==> src/rtl/cbp_pkg.sv <==
package cbp_pkg;
    typedef enum logic [1:0] {
        PH_IDLE = 2'd0,
        PH_PACK = 2'd1,
        PH_SEED = 2'd2
    } phase_e;
endpackage

==> src/rtl/cbp_pair_join.sv <==
module cbp_pair_join #(
    parameter int COEF_W = 12
) (
    input  logic                  clk,
    input  logic                  rst_n,
    input  logic                  clear_i,
    input  logic                  take_i,
    input  logic [COEF_W-1:0]     coef_i,
    output logic                  have_o,
    output logic                  fire_o,
    output logic [2*COEF_W-1:0]   pair_o
);
    typedef struct packed {
        logic              have;
        logic [COEF_W-1:0] lo;
    } join_t;

    join_t st_d, st_q;

    always_comb begin
        st_d = st_q;
        if (clear_i) begin
            st_d.have = 1'b0;
        end else if (take_i) begin
            if (st_q.have) begin
                st_d.have = 1'b0;
            end else begin
                st_d.have = 1'b1;
                st_d.lo   = coef_i;
            end
        end
    end

    always_ff @(posedge clk or negedge rst_n) begin
        if (!rst_n) st_q <= '0;
        else        st_q <= st_d;
    end

    assign have_o = st_q.have;
    assign fire_o = take_i && st_q.have && !clear_i;
    // earlier coefficient in the low half gives least-significant-first bytes
    assign pair_o = {coef_i, st_q.lo};


    hold_after_first_chk: assert property (@(posedge clk) disable iff (!rst_n)
        (take_i && !st_q.have && !clear_i) |=> (have_o && pair_o[COEF_W-1:0] == $past(coef_i)));
endmodule

==> src/rtl/cbp_byte_shift.sv <==
module cbp_byte_shift #(
    parameter int PAIR_BYTES = 3,
    localparam int WORD_W    = PAIR_BYTES * 8,
    localparam int CNT_W     = $clog2(PAIR_BYTES + 1)
) (
    input  logic              clk,
    input  logic              rst_n,
    input  logic              clear_i,
    input  logic              load_i,
    input  logic [WORD_W-1:0] word_i,
    input  logic              pop_i,
    output logic [CNT_W-1:0]  cnt_o,
    output logic [7:0]        head_o
);
    typedef struct packed {
        logic [CNT_W-1:0]  cnt;
        logic [WORD_W-1:0] word;
    } shift_t;

    shift_t st_d, st_q;

    always_comb begin
        st_d = st_q;
        if (clear_i) begin
            st_d.cnt = '0;
        end else begin
            if (pop_i) begin
                st_d.word = st_q.word >> 8;
                st_d.cnt  = st_q.cnt - CNT_W'(1);
            end
            if (load_i) begin
                st_d.word = word_i;
                st_d.cnt  = CNT_W'(PAIR_BYTES);
            end
        end
    end

    always_ff @(posedge clk or negedge rst_n) begin
        if (!rst_n) st_q <= '0;
        else        st_q <= st_d;
    end

    assign cnt_o  = st_q.cnt;
    assign head_o = st_q.word[7:0];


    refill_space_chk: assert property (@(posedge clk) disable iff (!rst_n)
        load_i |-> (st_q.cnt == '0 || (st_q.cnt == CNT_W'(1) && pop_i)));


    pop_nonempty_chk: assert property (@(posedge clk) disable iff (!rst_n)
        pop_i |-> (st_q.cnt != '0));
endmodule

==> src/rtl/cbp_seq.sv <==
module cbp_seq
    import cbp_pkg::*;
#(
    parameter int RANK_W     = 3,
    parameter int RANK_MIN   = 2,
    parameter int RANK_MAX   = 4,
    parameter int NCOEF      = 256,
    parameter int SEED_BYTES = 32,
    localparam int SEED_W    = SEED_BYTES * 8,
    localparam int SIDX_W    = $clog2(SEED_BYTES),
    localparam int TAKE_W    = $clog2(NCOEF * RANK_MAX + 1)
) (
    input  logic              clk,
    input  logic              rst_n,
    input  logic              start_i,
    input  logic [RANK_W-1:0] rank_i,
    input  logic [SEED_W-1:0] seed_i,
    input  logic              coef_take_i,
    input  logic              drain_i,
    input  logic              seed_pop_i,
    output phase_e            phase_o,
    output logic              more_coef_o,
    output logic [7:0]        seed_byte_o,
    output logic              seed_last_o
);
    typedef struct packed {
        phase_e            phase;
        logic [RANK_W-1:0] rank;
        logic [TAKE_W-1:0] taken;
        logic [SIDX_W-1:0] sidx;
        logic [SEED_W-1:0] seed;
    } seq_t;

    seq_t st_d, st_q;
    logic [TAKE_W-1:0] total_w;

    function automatic logic [RANK_W-1:0] clamp_rank(input logic [RANK_W-1:0] r);
        if (r < RANK_W'(RANK_MIN))      return RANK_W'(RANK_MIN);
        else if (r > RANK_W'(RANK_MAX)) return RANK_W'(RANK_MAX);
        else                            return r;
    endfunction

    assign total_w = TAKE_W'(st_q.rank) * TAKE_W'(NCOEF);

    always_comb begin
        st_d = st_q;
        unique case (st_q.phase)
            PH_IDLE: begin
                if (start_i) begin
                    st_d.phase = PH_PACK;
                    st_d.rank  = clamp_rank(rank_i);
                    st_d.taken = '0;
                    st_d.sidx  = '0;
                    st_d.seed  = seed_i;
                end
            end
            PH_PACK: begin
                if (coef_take_i) st_d.taken = st_q.taken + TAKE_W'(1);
                if (st_d.taken == total_w && drain_i) begin
                    st_d.phase = PH_SEED;
                    st_d.sidx  = '0;
                end
            end
            PH_SEED: begin
                if (seed_pop_i) begin
                    if (st_q.sidx == SIDX_W'(SEED_BYTES - 1)) st_d.phase = PH_IDLE;
                    else st_d.sidx = st_q.sidx + SIDX_W'(1);
                end
            end
            default: st_d.phase = PH_IDLE;
        endcase
    end

    always_ff @(posedge clk or negedge rst_n) begin
        if (!rst_n) begin
            st_q       <= '0;
            st_q.phase <= PH_IDLE;
        end else begin
            st_q <= st_d;
        end
    end

    assign phase_o     = st_q.phase;
    assign more_coef_o = (st_q.phase == PH_PACK) && (st_q.taken < total_w);
    assign seed_byte_o = st_q.seed[st_q.sidx*8 +: 8];
    assign seed_last_o = (st_q.phase == PH_SEED) && (st_q.sidx == SIDX_W'(SEED_BYTES - 1));


    coef_budget_chk: assert property (@(posedge clk) disable iff (!rst_n)
        coef_take_i |-> (st_q.phase == PH_PACK && st_q.taken < total_w));


    all_coefs_before_seed_chk: assert property (@(posedge clk) disable iff (!rst_n)
        (st_q.phase == PH_SEED) |-> (st_q.taken == total_w));


    start_ignored_chk: assert property (@(posedge clk) disable iff (!rst_n)
        (st_q.phase != PH_IDLE && start_i) |=> $stable(st_q.rank));
endmodule

==> src/rtl/coef_byte_packer.sv <==
module coef_byte_packer
    import cbp_pkg::*;
#(
    parameter int COEF_W     = 12,
    parameter int NCOEF      = 256,
    parameter int RANK_W     = 3,
    parameter int RANK_MIN   = 2,
    parameter int RANK_MAX   = 4,
    parameter int SEED_BYTES = 32,
    localparam int PAIR_BYTES = (2 * COEF_W) / 8,
    localparam int CNT_W      = $clog2(PAIR_BYTES + 1),
    localparam int SEED_W     = SEED_BYTES * 8
) (
    input  logic              clk,
    input  logic              rst_n,
    input  logic              start_i,
    input  logic [RANK_W-1:0] rank_i,
    input  logic [SEED_W-1:0] seed_i,
    input  logic              coef_valid_i,
    input  logic [COEF_W-1:0] coef_data_i,
    output logic              coef_ready_o,
    output logic              byte_valid_o,
    output logic [7:0]        byte_data_o,
    output logic              byte_last_o,
    input  logic              byte_ready_i
);
    phase_e             phase;
    logic               more_coef;
    logic [7:0]         seed_byte;
    logic               seed_last;
    logic               have_first;
    logic               pair_fire;
    logic [2*COEF_W-1:0] pair_word;
    logic [CNT_W-1:0]   pend_cnt;
    logic [7:0]         head_byte;
    logic               coef_take;
    logic               buf_pop;
    logic               seed_pop;
    logic               drain;
    logic               idle_clr;
    logic               room;

    assign idle_clr  = (phase == PH_IDLE);
    assign room      = (pend_cnt == '0) || (pend_cnt == CNT_W'(1) && byte_ready_i);
    assign coef_ready_o = more_coef && (!have_first || room);
    assign coef_take = coef_valid_i && coef_ready_o;
    assign buf_pop   = (phase == PH_PACK) && (pend_cnt != '0) && byte_ready_i;
    assign seed_pop  = (phase == PH_SEED) && byte_ready_i;
    assign drain     = !pair_fire && ((pend_cnt == '0) || (pend_cnt == CNT_W'(1) && buf_pop));

    assign byte_valid_o = ((phase == PH_PACK) && (pend_cnt != '0)) || (phase == PH_SEED);
    assign byte_data_o  = (phase == PH_SEED) ? seed_byte : head_byte;
    assign byte_last_o  = seed_last;

    cbp_seq #(
        .RANK_W(RANK_W), .RANK_MIN(RANK_MIN), .RANK_MAX(RANK_MAX),
        .NCOEF(NCOEF), .SEED_BYTES(SEED_BYTES)
    ) u_seq (
        .clk(clk), .rst_n(rst_n), .start_i(start_i), .rank_i(rank_i), .seed_i(seed_i),
        .coef_take_i(coef_take), .drain_i(drain), .seed_pop_i(seed_pop),
        .phase_o(phase), .more_coef_o(more_coef), .seed_byte_o(seed_byte),
        .seed_last_o(seed_last)
    );

    cbp_pair_join #(.COEF_W(COEF_W)) u_join (
        .clk(clk), .rst_n(rst_n), .clear_i(idle_clr), .take_i(coef_take),
        .coef_i(coef_data_i), .have_o(have_first), .fire_o(pair_fire), .pair_o(pair_word)
    );

    cbp_byte_shift #(.PAIR_BYTES(PAIR_BYTES)) u_shift (
        .clk(clk), .rst_n(rst_n), .clear_i(idle_clr), .load_i(pair_fire),
        .word_i(pair_word), .pop_i(buf_pop), .cnt_o(pend_cnt), .head_o(head_byte)
    );


    idle_quiet_chk: assert property (@(posedge clk) disable iff (!rst_n)
        (phase == PH_IDLE) |-> (!coef_ready_o && !byte_valid_o && !byte_last_o));


    hold_on_stall_chk: assert property (@(posedge clk) disable iff (!rst_n)
        (byte_valid_o && !byte_ready_i) |=>
            (byte_valid_o && $stable(byte_data_o) && $stable(byte_last_o)));


    last_only_seed_chk: assert property (@(posedge clk) disable iff (!rst_n)
        byte_last_o |-> (byte_valid_o && phase == PH_SEED));


    ready_in_pack_chk: assert property (@(posedge clk) disable iff (!rst_n)
        coef_ready_o |-> (phase == PH_PACK));
endmodule

==> config.mk <==
export PLATFORM = sky130hd
export DESIGN_NAME = coef_byte_packer
export DESIGN_NICKNAME = d
export VERILOG_FILES = /design/src/rtl/cbp_pkg.sv /design/src/rtl/cbp_pair_join.sv /design/src/rtl/cbp_byte_shift.sv /design/src/rtl/cbp_seq.sv /design/src/rtl/coef_byte_packer.sv
export SDC_FILE = /design/constraint.sdc
export NUM_CORES = 1
export LEC_CHECK = 0
export ABC_CLOCK_PERIOD_IN_PS = 3500
export BUFFER_PORTS_ARGS = -buffer_cell sky130_fd_sc_hd__clkbuf_2
export CORE_MARGIN = 4
export CORE_UTILIZATION = 56
export CTS_CLUSTER_SIZE = 8
export DETAILED_ROUTE_END_ITERATION = 8
export PLACE_DENSITY_LB_ADDON = 0.05
export SLEW_MARGIN = 5
export SYNTH_ARGS = -nofsm -noshare
export SYNTH_HDL_FRONTEND = slang
export SYNTH_SLANG_ARGS = --single-unit
==> constraint.sdc <==
create_clock -name clk -period 3.5 [get_ports clk]
set_input_delay 0 -clock clk [delete_from_list [all_inputs] [get_ports clk]]
set_output_delay 0 -clock clk [all_outputs]
set_load 0.02 [all_outputs]
==> impl.org <==
** Run status
- Result of the run :: finished, final reports clean

** Power
- Overall power :: 15.1 mW
- Clock share of power :: 0.255
- For this design the ratio of total power to cell area is 735 nW/um2.
- Power Internal :: 9.78 mW
- Switching Share :: 0.353
- Summed over all cells, the static leakage comes to 10.5 nW.
- Relative contribution of combinational cells to total power :: 0.329
- Fraction of power consumed by sequential logic :: 0.415
- Peak supply drop :: 0.000489 V
- Summed over all nets, the switching power comes to 5.32 mW.

** Timing
- Headroom to the max-slew limit came out at 0.237.
- Setup repair after global routing left no endpoint under its margin.
- The total count of max-transition violations in the final report was 0.
- Final period util :: 0.951
- Tightest Pin Transition :: 1140 ps
- Hold is met by 30.5 ps.
- Subtracting the final worst setup slack from the clock period gives 3330 ps.
- Maximum achievable frequency :: 300 MHz
- Setup slack closes at 171 ps.
- Final sum of negative setup slack :: 0 ps
- Setup violations remaining at the end of the flow were counted as 0.
- The total count of hold-check failures in the final report was 0.
- Clock Skews :: 21.2 ps

** Worst setup path
- Data arrives at the worst endpoint at 3330 ps.
- Along the worst path, the maximum fanout reaches 30.
- Data on the critical path is required at its endpoint by 3500 ps.
- The worst setup path is captured at a primary output.
- The worst setup path is launched from a flip-flop.
- The worst setup path is of the reg2out kind.

** Die
- Die Y :: 171 um
- In this run the core area contains 59 standard-cell rows.
- From left edge to right edge, the die measures 171 um.
- Initial standard-cell utilization of the core :: 0.570
- Number of I/O pins :: 287
- The die covers 29200 um2.
- Core Box Area :: 26100 um2

** GRT
- The first global-routing pass estimated 73000 um of wire.
- Residual overflow from global routing :: 0
- Entering global routing, the biggest net connects 152 pins.
- Number of antenna violations at the first check in global routing :: 2
- In the global route stage, overall resource usage came out at 0.321.
- The via count of the first global-routing pass was 13800.

** CTS
- Post_cts resized :: 0
- Num CTS Buffers :: 45
- Clock latency of the later-clocked register in the worst-skew pair :: 530 ps
- Root Buffer Master :: sky130_fd_sc_hd__clkbuf_16
- Clock slew seen by the registers of the worst setup and hold paths :: 50 ps
- Post-CTS timing repair inserted 0 buffers for setup.
- Buffer levels on the longest clock path :: 3
- TritonCTS built the clock tree.
- TritonCTS Sinks :: 316
- Hold repair after CTS inserted 272 buffers.
- CTS built an H-tree with a depth of 2.

** Layout
- The net count of the finished layout is 2347.
- Commonest non-fill, non-tap cell in the layout :: sky130_fd_sc_hd__nand2_1
- In the final layout, the share of cells above drive strength 1 is 0.225.
- Highest-count cells in the layout ignoring fill and taps :: 806 x sky130_fd_sc_hd__nand2_1, 314 x sky130_fd_sc_hd__dfrtp_1, 285 x sky130_fd_sc_hd__clkbuf_2, 272 x sky130_fd_sc_hd__dlygate4sd3_1, 80 x sky130_fd_sc_hd__mux4_2
- From synthesis to final layout, the design area changed by 38.3%.
- After the flow finishes, the layout carries non-filler instances totaling 2400.
- After routing the design area is 20500 um2.
- Finished Core Util :: 0.788

** Yosys
- Yosys printed 0 warnings.
- Synth cell types :: 54
- Prevailing post-synth register cell :: sky130_fd_sc_hd__dfrtp_1
- Sequential-to-total area share from yosys stat :: 0.532
- Number of enable-type register cells in the synthesized netlist :: 0
- Counting every net in the synthesized netlist gives 1816.
- Cell types with the largest area share after synthesis :: sky130_fd_sc_hd__dfrtp_1 53%, sky130_fd_sc_hd__nand2_1 20%, sky130_fd_sc_hd__mux4_2 12%
- Synthesis produced 1529 cells.
- Synth Cell Area :: 14900 um2
- Summed over all instances, the cell type with the most area after synthesis is sky130_fd_sc_hd__dfrtp_1.
- Fraction of synthesized cell area taken by the top area cell type :: 0.532
- Number of storage elements in the synthesis netlist :: 316
- Share of synthesized registers carrying an async set or reset :: 1.00
- Post-synthesis average cell area :: 9.72 um2

** Placement
- Placer's final routability congestion estimate :: 0.906
- Placed cell count :: 2076
- Detailed Place HPWL :: 28400 um
- Before CTS, the worst setup slack after placement is 504 ps.
- After detailed placement, the total cell area comes to 16600 um2.
- # port buffers :: 286

** Routing
- After detailed routing, the total wire length is 46900 um.
- For this block, the initial DRC count from the detailed router was 1450.
- Antenna-violating nets left :: 0
- For this run, the detailed router's first-pass iteration total came to 8.
- In the final routed layout, each cell accounts on average for 19.5 um.
- Total vias in the final route :: 13400
- After detailed routing, the number of vias per cell comes to 5.56.
- Drc violations :: 0

** Hold path
- The tightest min-delay check is of the in2reg type.

** Run
- Count of max-cap constraint violations :: 0
worst paths after layout:
check | startpoint | end | slack, ps | cells after the start
max | u_seq.st_q[256]$_DFFE_PN0P_ | byte_data_o[4] | 170 | 7
min | byte_ready_i | u_seq.phase_o[1]$_DFFE_PN0P_ | 30 | 5
max reg2reg | u_seq.st_q[271]$_DFFE_PN0P_ | u_shift.st_q[14]$_DFFE_PN0P_ | 460 | 9
min reg2reg | u_seq.st_q[78]$_DFFE_PN0P_ | u_seq.st_q[78]$_DFFE_PN0P_ | 470 | 2
max in group asynchronous | rst_n | u_seq.st_q[235]$_DFFE_PN0P_ | 2440 | 3
min in group asynchronous | rst_n | u_seq.st_q[44]$_DFFE_PN0P_ | 110 | 2
layer usage:
layer  share of wire  track usage
met2            0.48        0.506
met4           0.045        0.135
met1            0.40        0.441
met3           0.078       0.0663
met5               0            0
layout make-up:
| class | instances | area [um2] |
|---|---|---|
| Multi-Input combinational cell | 1107 | 6530 |
| Clock inverter | 2 | 46.3 |
| Sequential cell | 316 | 7920 |
| Timing Repair Buffer | 579 | 4420 |
| Fill cell | 1612 | 5520 |
| Clock buffer | 48 | 1160 |
| Tap cell | 335 | 419 |
| Antenna cell | 2 | 5.00 |
| Inverter | 11 | 41.3 |
registers in the layout (all words and copies together) (netlist names):
name	count
u_join.have_o	1
u_join.pair_o	12
u_seq.phase_o	2
u_seq.st_q	275
u_shift.cnt_o	2
u_shift.head_o	8
u_shift.st_q	16
synth_stat cells, types with 2 or more instances:
cell and n:
sky130_fd_sc_hd__ha_1 11, sky130_fd_sc_hd__o21ai_1 11, sky130_fd_sc_hd__clkbuf_1 67, sky130_fd_sc_hd__o21ai_0 17, sky130_fd_sc_hd__nor3_1 7, sky130_fd_sc_hd__nand2b_1 3, sky130_fd_sc_hd__xor2_1 5, sky130_fd_sc_hd__buf_1 15
sky130_fd_sc_hd__nand2_1 807, sky130_fd_sc_hd__nor2b_1 5, sky130_fd_sc_hd__o21a_1 2, sky130_fd_sc_hd__and2_1 5, sky130_fd_sc_hd__a22o_1 18, sky130_fd_sc_hd__nor3b_1 4, sky130_fd_sc_hd__mux2i_1 26, sky130_fd_sc_hd__mux4_2 80
sky130_fd_sc_hd__buf_4 2, sky130_fd_sc_hd__buf_2 10, sky130_fd_sc_hd__mux2_2 14, sky130_fd_sc_hd__and3_1 2, sky130_fd_sc_hd__nand4_1 4, sky130_fd_sc_hd__a21oi_1 12, sky130_fd_sc_hd__inv_1 11, sky130_fd_sc_hd__nor2_1 27
sky130_fd_sc_hd__nand3_1 11, sky130_fd_sc_hd__xnor2_1 3, sky130_fd_sc_hd__a21o_1 7, sky130_fd_sc_hd__nand3_2 2, sky130_fd_sc_hd__dfrtp_1 316
logic make-up (layout without fill, tap and decap cells):
family | count (synthesis) | after routing | share of synthesized area
AND/OR/NAND/NOR | 887 | 887 | 0.236
flip-flops | 316 | 316 | 0.532
multiplexers | 120 | 120 | 0.149
buffers and inverters | 106 | 640 | 0.0286
AO/OA/AOI/OAI | 81 | 81 | 0.0398
adder cells (fa/ha/maj) | 11 | 11 | 0.00926
XOR/XNOR | 8 | 8 | 0.00472
other | 0 | 2 | 0
worst max-delay path: stages (launching register included):
cell	delay, ps
sky130_fd_sc_hd__dfrtp_4	660
sky130_fd_sc_hd__buf_12	310
sky130_fd_sc_hd__buf_4	210
sky130_fd_sc_hd__mux4_2	510
sky130_fd_sc_hd__mux4_2	470
sky130_fd_sc_hd__mux2i_1	270
sky130_fd_sc_hd__a21oi_1	140
sky130_fd_sc_hd__clkbuf_2	210
power by group through the flow:
stage                     logic (mW)  registers (mW)  clock network, mW
after floorplan                 3.37            5.87                  0
after global placement          4.42            6.17                  0
after detailed placement        4.56            6.22                  0
after CTS                       4.84            6.20               3.90
after global routing            5.50            6.41               4.05
final                           4.97            6.27               3.86
Note: power is estimated with default switching activity, not from simulation.
